==> config.mk <==
export PLATFORM = sky130hd
export DESIGN_NAME = dac_cmd_serializer
export DESIGN_NICKNAME = d
export VERILOG_FILES = /design/src/rtl/dac_ser_pkg.sv /design/src/rtl/dac_ser_settle.sv /design/src/rtl/dac_ser_seq.sv /design/src/rtl/dac_cmd_serializer.sv
export SDC_FILE = /design/constraint.sdc
export NUM_CORES = 1
export LEC_CHECK = 0
export BUFFER_PORTS_ARGS = -buffer_cell sky130_fd_sc_hd__buf_2
export CORE_MARGIN = 3
export CORE_UTILIZATION = 30
export DETAILED_ROUTE_END_ITERATION = 8
export HOLD_SLACK_MARGIN = 0.03
export PLACE_DENSITY = 0.56
export SETUP_SLACK_MARGIN = 0.1
export SYNTH_ARGS = -nofsm -noshare
export SYNTH_HDL_FRONTEND = slang
export SYNTH_SLANG_ARGS = --single-unit
==> constraint.sdc <==
create_clock -name clk_i -period 2.6 [get_ports clk_i]
set_input_delay 0.52 -clock clk_i [delete_from_list [all_inputs] [get_ports clk_i]]
set_output_delay 0.52 -clock clk_i [all_outputs]
set_load 0.02 [all_outputs]
==> src/rtl/dac_ser_pkg.sv <==
package dac_ser_pkg;
  typedef enum logic [1:0] {SEG_START, SEG_BYTE, SEG_STOP} seg_e;
  typedef enum logic [1:0] {ST_IDLE, ST_EMIT, ST_WAIT} state_e;

  localparam int BITS_PER_BYTE  = 8;
  localparam int SLOTS_PER_BYTE = BITS_PER_BYTE + 1;  // data bits plus ack slot
  localparam int PHASES         = 3;
  localparam int NBYTES         = 3;
endpackage

==> src/rtl/dac_ser_settle.sv <==
module dac_ser_settle #(
  parameter int SETTLE_CYC = 1000
) (
  input  logic clk_i,
  input  logic rst_ni,
  input  logic run_i,
  output logic expire_o
);
  localparam int CW = $clog2(SETTLE_CYC + 1);

  logic [CW-1:0] cnt_q;

  always_ff @(posedge clk_i or negedge rst_ni) begin
    if (!rst_ni)        cnt_q <= '0;
    else if (!run_i)    cnt_q <= '0;
    else if (!expire_o) cnt_q <= cnt_q + 1'b1;
  end

  assign expire_o = run_i && (cnt_q == CW'(SETTLE_CYC - 1));

  assert_settle_bound_R9: assert property (@(posedge clk_i) disable iff (!rst_ni)
    cnt_q < CW'(SETTLE_CYC));
endmodule

==> src/rtl/dac_ser_seq.sv <==
module dac_ser_seq
  import dac_ser_pkg::*;
#(
  parameter int BW = 8
) (
  input  logic          clk_i,
  input  logic          rst_ni,
  input  logic          clr_i,
  input  logic          adv_i,
  input  logic [BW-1:0] cur_byte_i,
  output logic [$clog2(NBYTES)-1:0] byte_idx_o,
  output logic          wire_clk_o,
  output logic          wire_dat_o,
  output logic          last_o
);
  localparam int IW = $clog2(NBYTES);
  localparam int SW = $clog2(SLOTS_PER_BYTE);
  localparam int PW = $clog2(PHASES);

  seg_e          seg_q;
  logic [IW-1:0] byte_q;
  logic [SW-1:0] slot_q;
  logic [PW-1:0] phase_q;

  logic phase_end, slot_end, byte_end, is_ack;
  logic [$clog2(BW)-1:0] bit_sel;

  assign phase_end = phase_q == PW'(PHASES - 1);
  assign slot_end  = slot_q == SW'(SLOTS_PER_BYTE - 1);
  assign byte_end  = byte_q == IW'(NBYTES - 1);
  assign is_ack    = slot_end;
  assign bit_sel   = $clog2(BW)'(BW - 1) - slot_q[$clog2(BW)-1:0];

  always_ff @(posedge clk_i or negedge rst_ni) begin
    if (!rst_ni) begin
      seg_q <= SEG_START; byte_q <= '0; slot_q <= '0; phase_q <= '0;
    end else if (clr_i) begin
      seg_q <= SEG_START; byte_q <= '0; slot_q <= '0; phase_q <= '0;
    end else if (adv_i) begin
      if (!phase_end) begin
        phase_q <= phase_q + 1'b1;
      end else begin
        phase_q <= '0;
        unique case (seg_q)
          SEG_START: begin seg_q <= SEG_BYTE; byte_q <= '0; slot_q <= '0; end
          SEG_BYTE: begin
            if (!slot_end) slot_q <= slot_q + 1'b1;
            else begin
              slot_q <= '0;
              if (byte_end) seg_q <= SEG_STOP;
              else          byte_q <= byte_q + 1'b1;
            end
          end
          default: seg_q <= SEG_STOP;
        endcase
      end
    end
  end

  always_comb begin
    unique case (seg_q)
      SEG_START: begin wire_clk_o = !phase_end; wire_dat_o = (phase_q == '0); end
      SEG_BYTE: begin
        wire_clk_o = (phase_q == PW'(1));
        wire_dat_o = is_ack ? 1'b0 : cur_byte_i[bit_sel];
      end
      default: begin wire_clk_o = (phase_q != '0); wire_dat_o = phase_end; end
    endcase
  end

  assign byte_idx_o = byte_q;
  assign last_o     = (seg_q == SEG_STOP) && phase_end;

  assert_phase_range_R4: assert property (@(posedge clk_i) disable iff (!rst_ni)
    phase_q < PW'(PHASES));
  assert_slot_range_R6: assert property (@(posedge clk_i) disable iff (!rst_ni)
    slot_q < SW'(SLOTS_PER_BYTE));
  assert_ack_low_R6: assert property (@(posedge clk_i) disable iff (!rst_ni)
    (seg_q == SEG_BYTE && is_ack) |-> !wire_dat_o);
endmodule

==> src/rtl/dac_cmd_serializer.sv <==
module dac_cmd_serializer
  import dac_ser_pkg::*;
#(
  parameter int         REG_W      = 8,
  parameter int         CLK_BIT    = 0,
  parameter int         DAT_BIT    = 1,
  parameter logic [7:0] DEV_ADDR   = 8'h9C,
  parameter logic [7:0] SUB_ADDR   = 8'h00,
  parameter int         SETTLE_CYC = 1000
) (
  input  logic             clk_i,
  input  logic             rst_ni,
  input  logic             start_i,
  input  logic [REG_W-1:0] base_i,
  input  logic [7:0]       value_i,
  output logic             wr_valid_o,
  input  logic             wr_ready_i,
  output logic [REG_W-1:0] wr_data_o,
  output logic             done_o
);
  localparam int IW = $clog2(NBYTES);

  state_e           state_q;
  logic [REG_W-1:0] base_q;
  logic [7:0]       value_q;
  logic             last_q;
  logic             accept, launch, expire, seq_last, wire_clk, wire_dat;
  logic [IW-1:0]    byte_idx;
  logic [7:0]       frame_bytes [NBYTES];
  logic [7:0]       cur_byte;
  logic             unused_wire_base;

  assign launch = (state_q == ST_IDLE) && start_i;
  assign accept = wr_valid_o && wr_ready_i;

  assign frame_bytes[0] = DEV_ADDR;
  assign frame_bytes[1] = SUB_ADDR;
  assign frame_bytes[2] = value_q;
  assign cur_byte       = frame_bytes[byte_idx];

  always_ff @(posedge clk_i or negedge rst_ni) begin
    if (!rst_ni) begin
      state_q <= ST_IDLE;
      base_q  <= '0;
      value_q <= '0;
      last_q  <= 1'b0;
      done_o  <= 1'b0;
    end else begin
      done_o <= 1'b0;
      unique case (state_q)
        ST_IDLE: if (start_i) begin
          base_q  <= base_i;
          value_q <= value_i;
          state_q <= ST_EMIT;
        end
        ST_EMIT: if (wr_ready_i) begin
          last_q  <= seq_last;
          state_q <= ST_WAIT;
        end
        default: if (expire) begin
          if (last_q) begin
            state_q <= ST_IDLE;
            done_o  <= 1'b1;
          end else begin
            state_q <= ST_EMIT;
          end
        end
      endcase
    end
  end

  dac_ser_seq #(.BW(8)) u_seq (
    .clk_i      (clk_i),
    .rst_ni     (rst_ni),
    .clr_i      (launch),
    .adv_i      (accept),
    .cur_byte_i (cur_byte),
    .byte_idx_o (byte_idx),
    .wire_clk_o (wire_clk),
    .wire_dat_o (wire_dat),
    .last_o     (seq_last)
  );

  dac_ser_settle #(.SETTLE_CYC(SETTLE_CYC)) u_settle (
    .clk_i    (clk_i),
    .rst_ni   (rst_ni),
    .run_i    (state_q == ST_WAIT),
    .expire_o (expire)
  );

  assign wr_valid_o = (state_q == ST_EMIT);

  for (genvar i = 0; i < REG_W; i++) begin : g_bits
    if (i == CLK_BIT) begin : g_clk
      assign wr_data_o[i] = wire_clk;
    end else if (i == DAT_BIT) begin : g_dat
      assign wr_data_o[i] = wire_dat;
    end else begin : g_base
      assign wr_data_o[i] = base_q[i];
    end
  end

  assign unused_wire_base = base_q[CLK_BIT] ^ base_q[DAT_BIT];

  assert_stall_hold_R8: assert property (@(posedge clk_i) disable iff (!rst_ni)
    (wr_valid_o && !wr_ready_i) |=> (wr_valid_o && $stable(wr_data_o)));
  assert_settle_gap_R9: assert property (@(posedge clk_i) disable iff (!rst_ni)
    accept |=> !wr_valid_o);
  assert_done_pulse_R11: assert property (@(posedge clk_i) disable iff (!rst_ni)
    done_o |=> !done_o);
  assert_done_quiet_R11: assert property (@(posedge clk_i) disable iff (!rst_ni)
    done_o |-> !wr_valid_o);
endmodule

Yosys cells after proc, flatten, opt, wreduce, memory -nomap -nowiden:

Cells that the tools add are included.

* multiplexer cells: 38
* $lt $le $gt $ge: 2
* $add $sub $neg: 5
* divide/modulo/power cells: 0
* reductions and logical operators: 20
* $mul: 0
* eq/ne operators: 15
* bitwise operators: 1
* shift-type cells: 0

Operators with widths (number)
* 2-bit two-way mux: 16
* 10-bit two-way mux: 2
* 8-bit binary-select mux with 2-bit select: 1
* 4-bit two-way mux: 4
* 8-bit two-way mux: 2
* 2-bit one-hot mux with 2 select lines: 3
* 10-bit by 1-bit adder with 10-bit output, second input constant: 1
* 10-bit == test, second input constant: 1
* 2-bit == test, second input constant: 4
* 4-bit one-hot mux with 2 select lines: 1
* 2-bit by 1-bit == test with 1-bit output, second input constant: 3
* 2-bit logical NOT: 3
* 1-bit two-way mux: 6
* 3-bit by 2-bit != test with 1-bit output, second input constant: 2
* 3-bit AND reduction: 2
* 2-bit nonzero test: 3
* 3-bit nonzero test: 2
* 5-bit AND reduction: 1
* 2-bit by 1-bit adder with 2-bit output, second input constant: 2
* 4-bit by 1-bit adder with 4-bit output, second input constant: 1
* 4-bit == test, second input constant: 1
* 1-bit logical AND: 4
* 3-bit by 4-bit less-than comparator with 1-bit output, second input constant: 1
* 2-bit != test, second input constant: 2
* other kinds (11): 13

* memory bits (read-only): 0
* memories: 0
* input port bits: 20
* latch bits: 0
* memory bits (writable): 0
* logic and storage cells: 91
* output and inout port bits: 10
* register bits after elaboration: 40

Longest topological paths before layout:

* word-level depth: 8
* depth in mapped cells: 7

Modules after synthesis:

Synthesis repeated with hierarchy kept, for this count alone.

* cell total of the unflattened synthesis: 194
* area total of the unflattened synthesis: 2078.2 um^2

By module, submodules not included
* dac_cmd_serializer: area an instance 833.3 um^2, times used 1, cells an instance 60
* dac_ser_seq: area an instance 725.7 um^2, times used 1, cells an instance 77
* dac_ser_settle: area an instance 519.2 um^2, times used 1, cells an instance 57

Worst setup path before layout:

No wires, ideal clock.

* path type: reg-to-output
* start point: register u_seq.slot_q[0]
* end point: output port wr_data_o[1]
* data required time: 2.080 ns
* arrival: 1.573 ns
* path buffers: 2
* cell stages (with the launch flop): 7
* slack: 0.507 ns
* path through: dfrtp_1 clkbuf_1 nor2b_1 a221o_1 a211o_1 a31o_2 buf_4

* cells in the longest elaborated chain, start to end: 5
* elaborated cells between the ends (all ways): 6
* classes of those cells: add/sub (1); eq/ne (1); mux (4)

Ends and longest elaborated chain
* start: declaration: RTL line dac_ser_seq.sv:22 `logic [SW-1:0] slot_q;`
* start signal: assignment: RTL line dac_ser_seq.sv:47 `if (!slot_end) slot_q <= slot_q + 1'b1;`
* 3-bit subtractor: RTL line dac_ser_seq.sv:32 `assign bit_sel = $clog2(BW)'(BW - 1) - slot_q[$clog2(BW)-1:0];`
* 1-bit binary-select mux with 3-bit select: RTL line dac_ser_seq.sv:65 `wire_dat_o = is_ack ? 1'b0 : cur_byte_i[bit_sel];`
* 1-bit two-way mux (implied by the code): RTL line dac_ser_seq.sv:65
* 1-bit two-way mux *: RTL line dac_ser_seq.sv:65
* 1-bit one-hot mux with 2 select lines *: RTL line dac_ser_seq.sv:61 `unique case (seg_q)`
* end: declaration: RTL line dac_cmd_serializer.sv:18 `output logic [REG_W-1:0] wr_data_o,`

Every way passes the cells marked *; elsewhere a longest branch is shown, timed or not. The select of a mux whose other input is x is not followed.

Final worst setup path:

* start point: register u_seq.byte_q[1], in the netlist u_seq.byte_idx_o[1]
* end point: output port wr_data_o[1]

* cells in the longest elaborated chain, start to end: 8

Ends and longest elaborated chain
* start: declaration: RTL line dac_ser_seq.sv:21 `logic [IW-1:0] byte_q;`
* start signal: assignment: RTL line dac_ser_seq.sv:51 `else byte_q <= byte_q + 1'b1;`
* 2-bit inverter with 3-bit output (implied by the code): RTL line dac_cmd_serializer.sv:39 `assign cur_byte = frame_bytes[byte_idx];`
* 8-bit binary-select mux with 2-bit select: RTL line dac_cmd_serializer.sv:39
* 8-bit two-way mux (implied by the code) (2 in series): RTL line dac_cmd_serializer.sv:39
* 1-bit binary-select mux with 3-bit select: RTL line dac_ser_seq.sv:65
* 1-bit two-way mux (implied by the code): RTL line dac_ser_seq.sv:65
* 1-bit two-way mux: RTL line dac_ser_seq.sv:65
* 1-bit one-hot mux with 2 select lines: RTL line dac_ser_seq.sv:61

Every way passes these cells. The select of a mux whose other input is x is not followed.

==> impl_metrics.env <==
export IMPL_status="completed"
export IMPL_clock_sinks=38
export IMPL_netlist_area_um2=1910
export IMPL_syn_avg_cell_area_um2=9.07
export IMPL_clk_latency_ns=0.29
export IMPL_yosysWarnings=0
export IMPL_seq_area_frac_synth_pct=49.9
export IMPL_grt_ovfl_total=0
export IMPL_max_slew_margin_pct=42.6
export IMPL_drc_errors=0
export IMPL_rows=28
export IMPL_drtAntennaViolNets=0
export IMPL_period_minus_slack_ns=2.40
export IMPL_place_gp_congestion=0.747
export IMPL_die_area_um2=7340
export IMPL_setup_slack_ns=0.204
export IMPL_drt_initial_drc_count=115
export IMPL_utilization_pct=36.8
export IMPL_synthArstFlopShare_pct=100
export IMPL_cts_setup_buffers=0
export IMPL_fmax_mhz=417
export IMPL_start_util_pct=31.6
export IMPL_fin_skew_ns=0.00448
export IMPL_dp_hpwl_um=2590
export IMPL_coreArea_um2=6030
export IMPL_r2r_start="state_q[1]"
export IMPL_fin_crit_sh_pct=92.2
export IMPL_startpoint_type="flip-flop"
export IMPL_grt_pass1_vias=1384
export IMPL_routed_wirelength_um=3760
export IMPL_grt_max_degree=39
export IMPL_synth_seq_cells=38
export IMPL_rsz0062_at_grt="no"
export IMPL_grt_usage_pct=11.4
export IMPL_cts_inserted_buffers=5
export IMPL_synth_nets=234
export IMPL_vias_per_cell=4.81
export IMPL_grt_pass1_wl_um=6670
export IMPL_layout_nets=260
export IMPL_r2r_cells=4
export IMPL_maxCapViolCount=0
export IMPL_htree_levels=2
export IMPL_synth_ff_type="dfrtp_1"
export IMPL_n_antenna_cell=0
export IMPL_antenna_found_initial=0
export IMPL_wl_per_cell_um=12.1
export IMPL_setup_violations=0
export IMPL_setup_tns_ns=0
export IMPL_port_buffers=27
export IMPL_slew_violations=0
export IMPL_clockBufferDepth=2
export IMPL_crit_start="u_seq.byte_idx_o[1]"
export IMPL_worst_setup_path_end_kind="primary output"
export IMPL_crit_type="reg -> out"
export IMPL_leakage_nw=1.03
export IMPL_area_growth_pct=16.4
export IMPL_synth_distinct_cells=46
export IMPL_critPathArrivalTime_ns=1.88
export IMPL_path_max_fanout=7
export IMPL_hold_class="in -> async"
export IMPL_cts_root_buf="clkbuf_8"
export IMPL_required_ns=2.08
export IMPL_hold_buffers=0
export IMPL_synth_edf_count=0
export IMPL_ioPinCount=30
export IMPL_drt_pass1_iter_count=4
export IMPL_clk_pin_slew_ns=0.08
export IMPL_drive_gt1_share_pct=18.1
export IMPL_dr_total_vias=1500
export IMPL_cts_tree="built"
export IMPL_finalHoldViolations=0
export IMPL_cellPowerDensity_nw_per_um2=902
export IMPL_die_h_um=85.7
export IMPL_syn_inst=210
export IMPL_tightestPinTransition_ns=0.861
export IMPL_max_vdd_ir_drop_mv=0.501
export IMPL_post_place_ws_ns=0.447
export IMPL_cts_resized=0
export IMPL_die_w_um=85.7
-- metal layers --
metal	vias up	track usage [%]	routed length (µm)
li1	767	-	-
met1	699	16.8	1960
met2	28	15.8	1570
met3	6	2.98	154
met4	0	4.75	74
met5	-	0	0
-- power by group --
part	internal, mW	leakage (nW)	switching [mW]
sequential	0.748	0.497	0.136
clock	0.285	0.0504	0.222
combinational	0.245	0.478	0.364
total	1.28	1.03	0.722
-- final timing paths --
check | to | slack, ns
hold / removal | value_q[1] | 0.34
min in group clk_i | value_q[7] | 0.41
setup / recovery | wr_data_o[1] | 0.20
max in group asynchronous | u_seq.slot_q[0] | 1.68
setup reg to reg | u_seq.byte_idx_o[1] | 0.75
hold reg to reg | base_q[2] | 0.47
-- synthesized netlist by cell type (4+ instances only) --
| master | n | share of area, % |
|---|---|---|
| nor2_1 | 16 | 3.2 |
| o21ai_0 | 4 | 1.1 |
| ha_1 | 4 | 2.6 |
| nor3_1 | 5 | 1.3 |
| xnor2_1 | 4 | 1.8 |
| inv_1 | 6 | 1.2 |
| nand2b_1 | 8 | 2.6 |
| nor2b_1 | 5 | 1.6 |
| a21oi_1 | 8 | 2.1 |
| clkbuf_1 | 6 | 1.2 |
| nand3_1 | 9 | 2.4 |
| nand2_1 | 56 | 11 |
| dfrtp_1 | 38 | 50 |
-- layout by cell type (no fill, tap or decap), types with 2 or more instances in the layout --
cell type and n:
a211oi_1 2, a21oi_1 8, and2_1 2, and3b_1 2
buf_2 27, clkbuf_8 5, clkinvlp_4 2, dfrtp_1 37
ha_1 4, inv_1 6, mux2i_1 2, nand2_1 56
nand2b_1 8, nand3_1 9, nand4_1 2, nor2_1 15
nor2b_1 5, nor3_1 5, o21ai_0 4, or3_1 2
xnor2_1 4, xor2_1 2
-- critical path, cell delays in order (launching register included) --
cell	delay, ns
dfrtp_1	0.45
nor2b_1	0.17
a221o_1	0.29
a211o_1	0.26
a31o_2	0.25
buf_2	0.16
-- layout make-up --
class / count / area [µm²]
Clock inverter: 3 / 45.0
Inverter: 6 / 22.5
Clock buffer: 5 / 68.8
Timing Repair Buffer: 28 / 143
Multi-Input combinational cell: 157 / 893
Tap cell: 75 / 93.8
Sequential cell: 38 / 952
Fill cell: 642 / 3810
-- through the flow --
stage / hold slack [ns] / instance area (µm²) / instances / total power, mW
after global routing: 0.408 / 2220 / 312 / 2.15
after floorplan: 0.224 / 1910 / 210 / 1.35
after global placement: 0.451 / 2100 / 304 / 1.50
final: 0.335 / 2220 / 312 / 2.00
after CTS: 0.362 / 2210 / 312 / 2.03
after detailed placement: 0.458 / 2100 / 304 / 1.51
-- kinds of logic after synthesis --
family	share of synthesized area [%]
buffers and inverters	3.35
AOI/OAI and AO/OA	10.3
muxes	1.05
adders and majority gates	2.63
DFF	49.9
and+or+nand+nor	30.0
xor gates and xnor gates	2.76
-- state kept, by name (all words and copies together), names as in the netlist --
signal and count:
u_settle.cnt_q 10, value_q 8, u_seq.phase_q 2, state_q 2
u_seq.byte_idx_o 2, base_q 6, last_q 1, u_seq.slot_q 4
done_o 1, u_seq.seg_q 2
No activity file was read; power rests on OpenSTA's default activity.
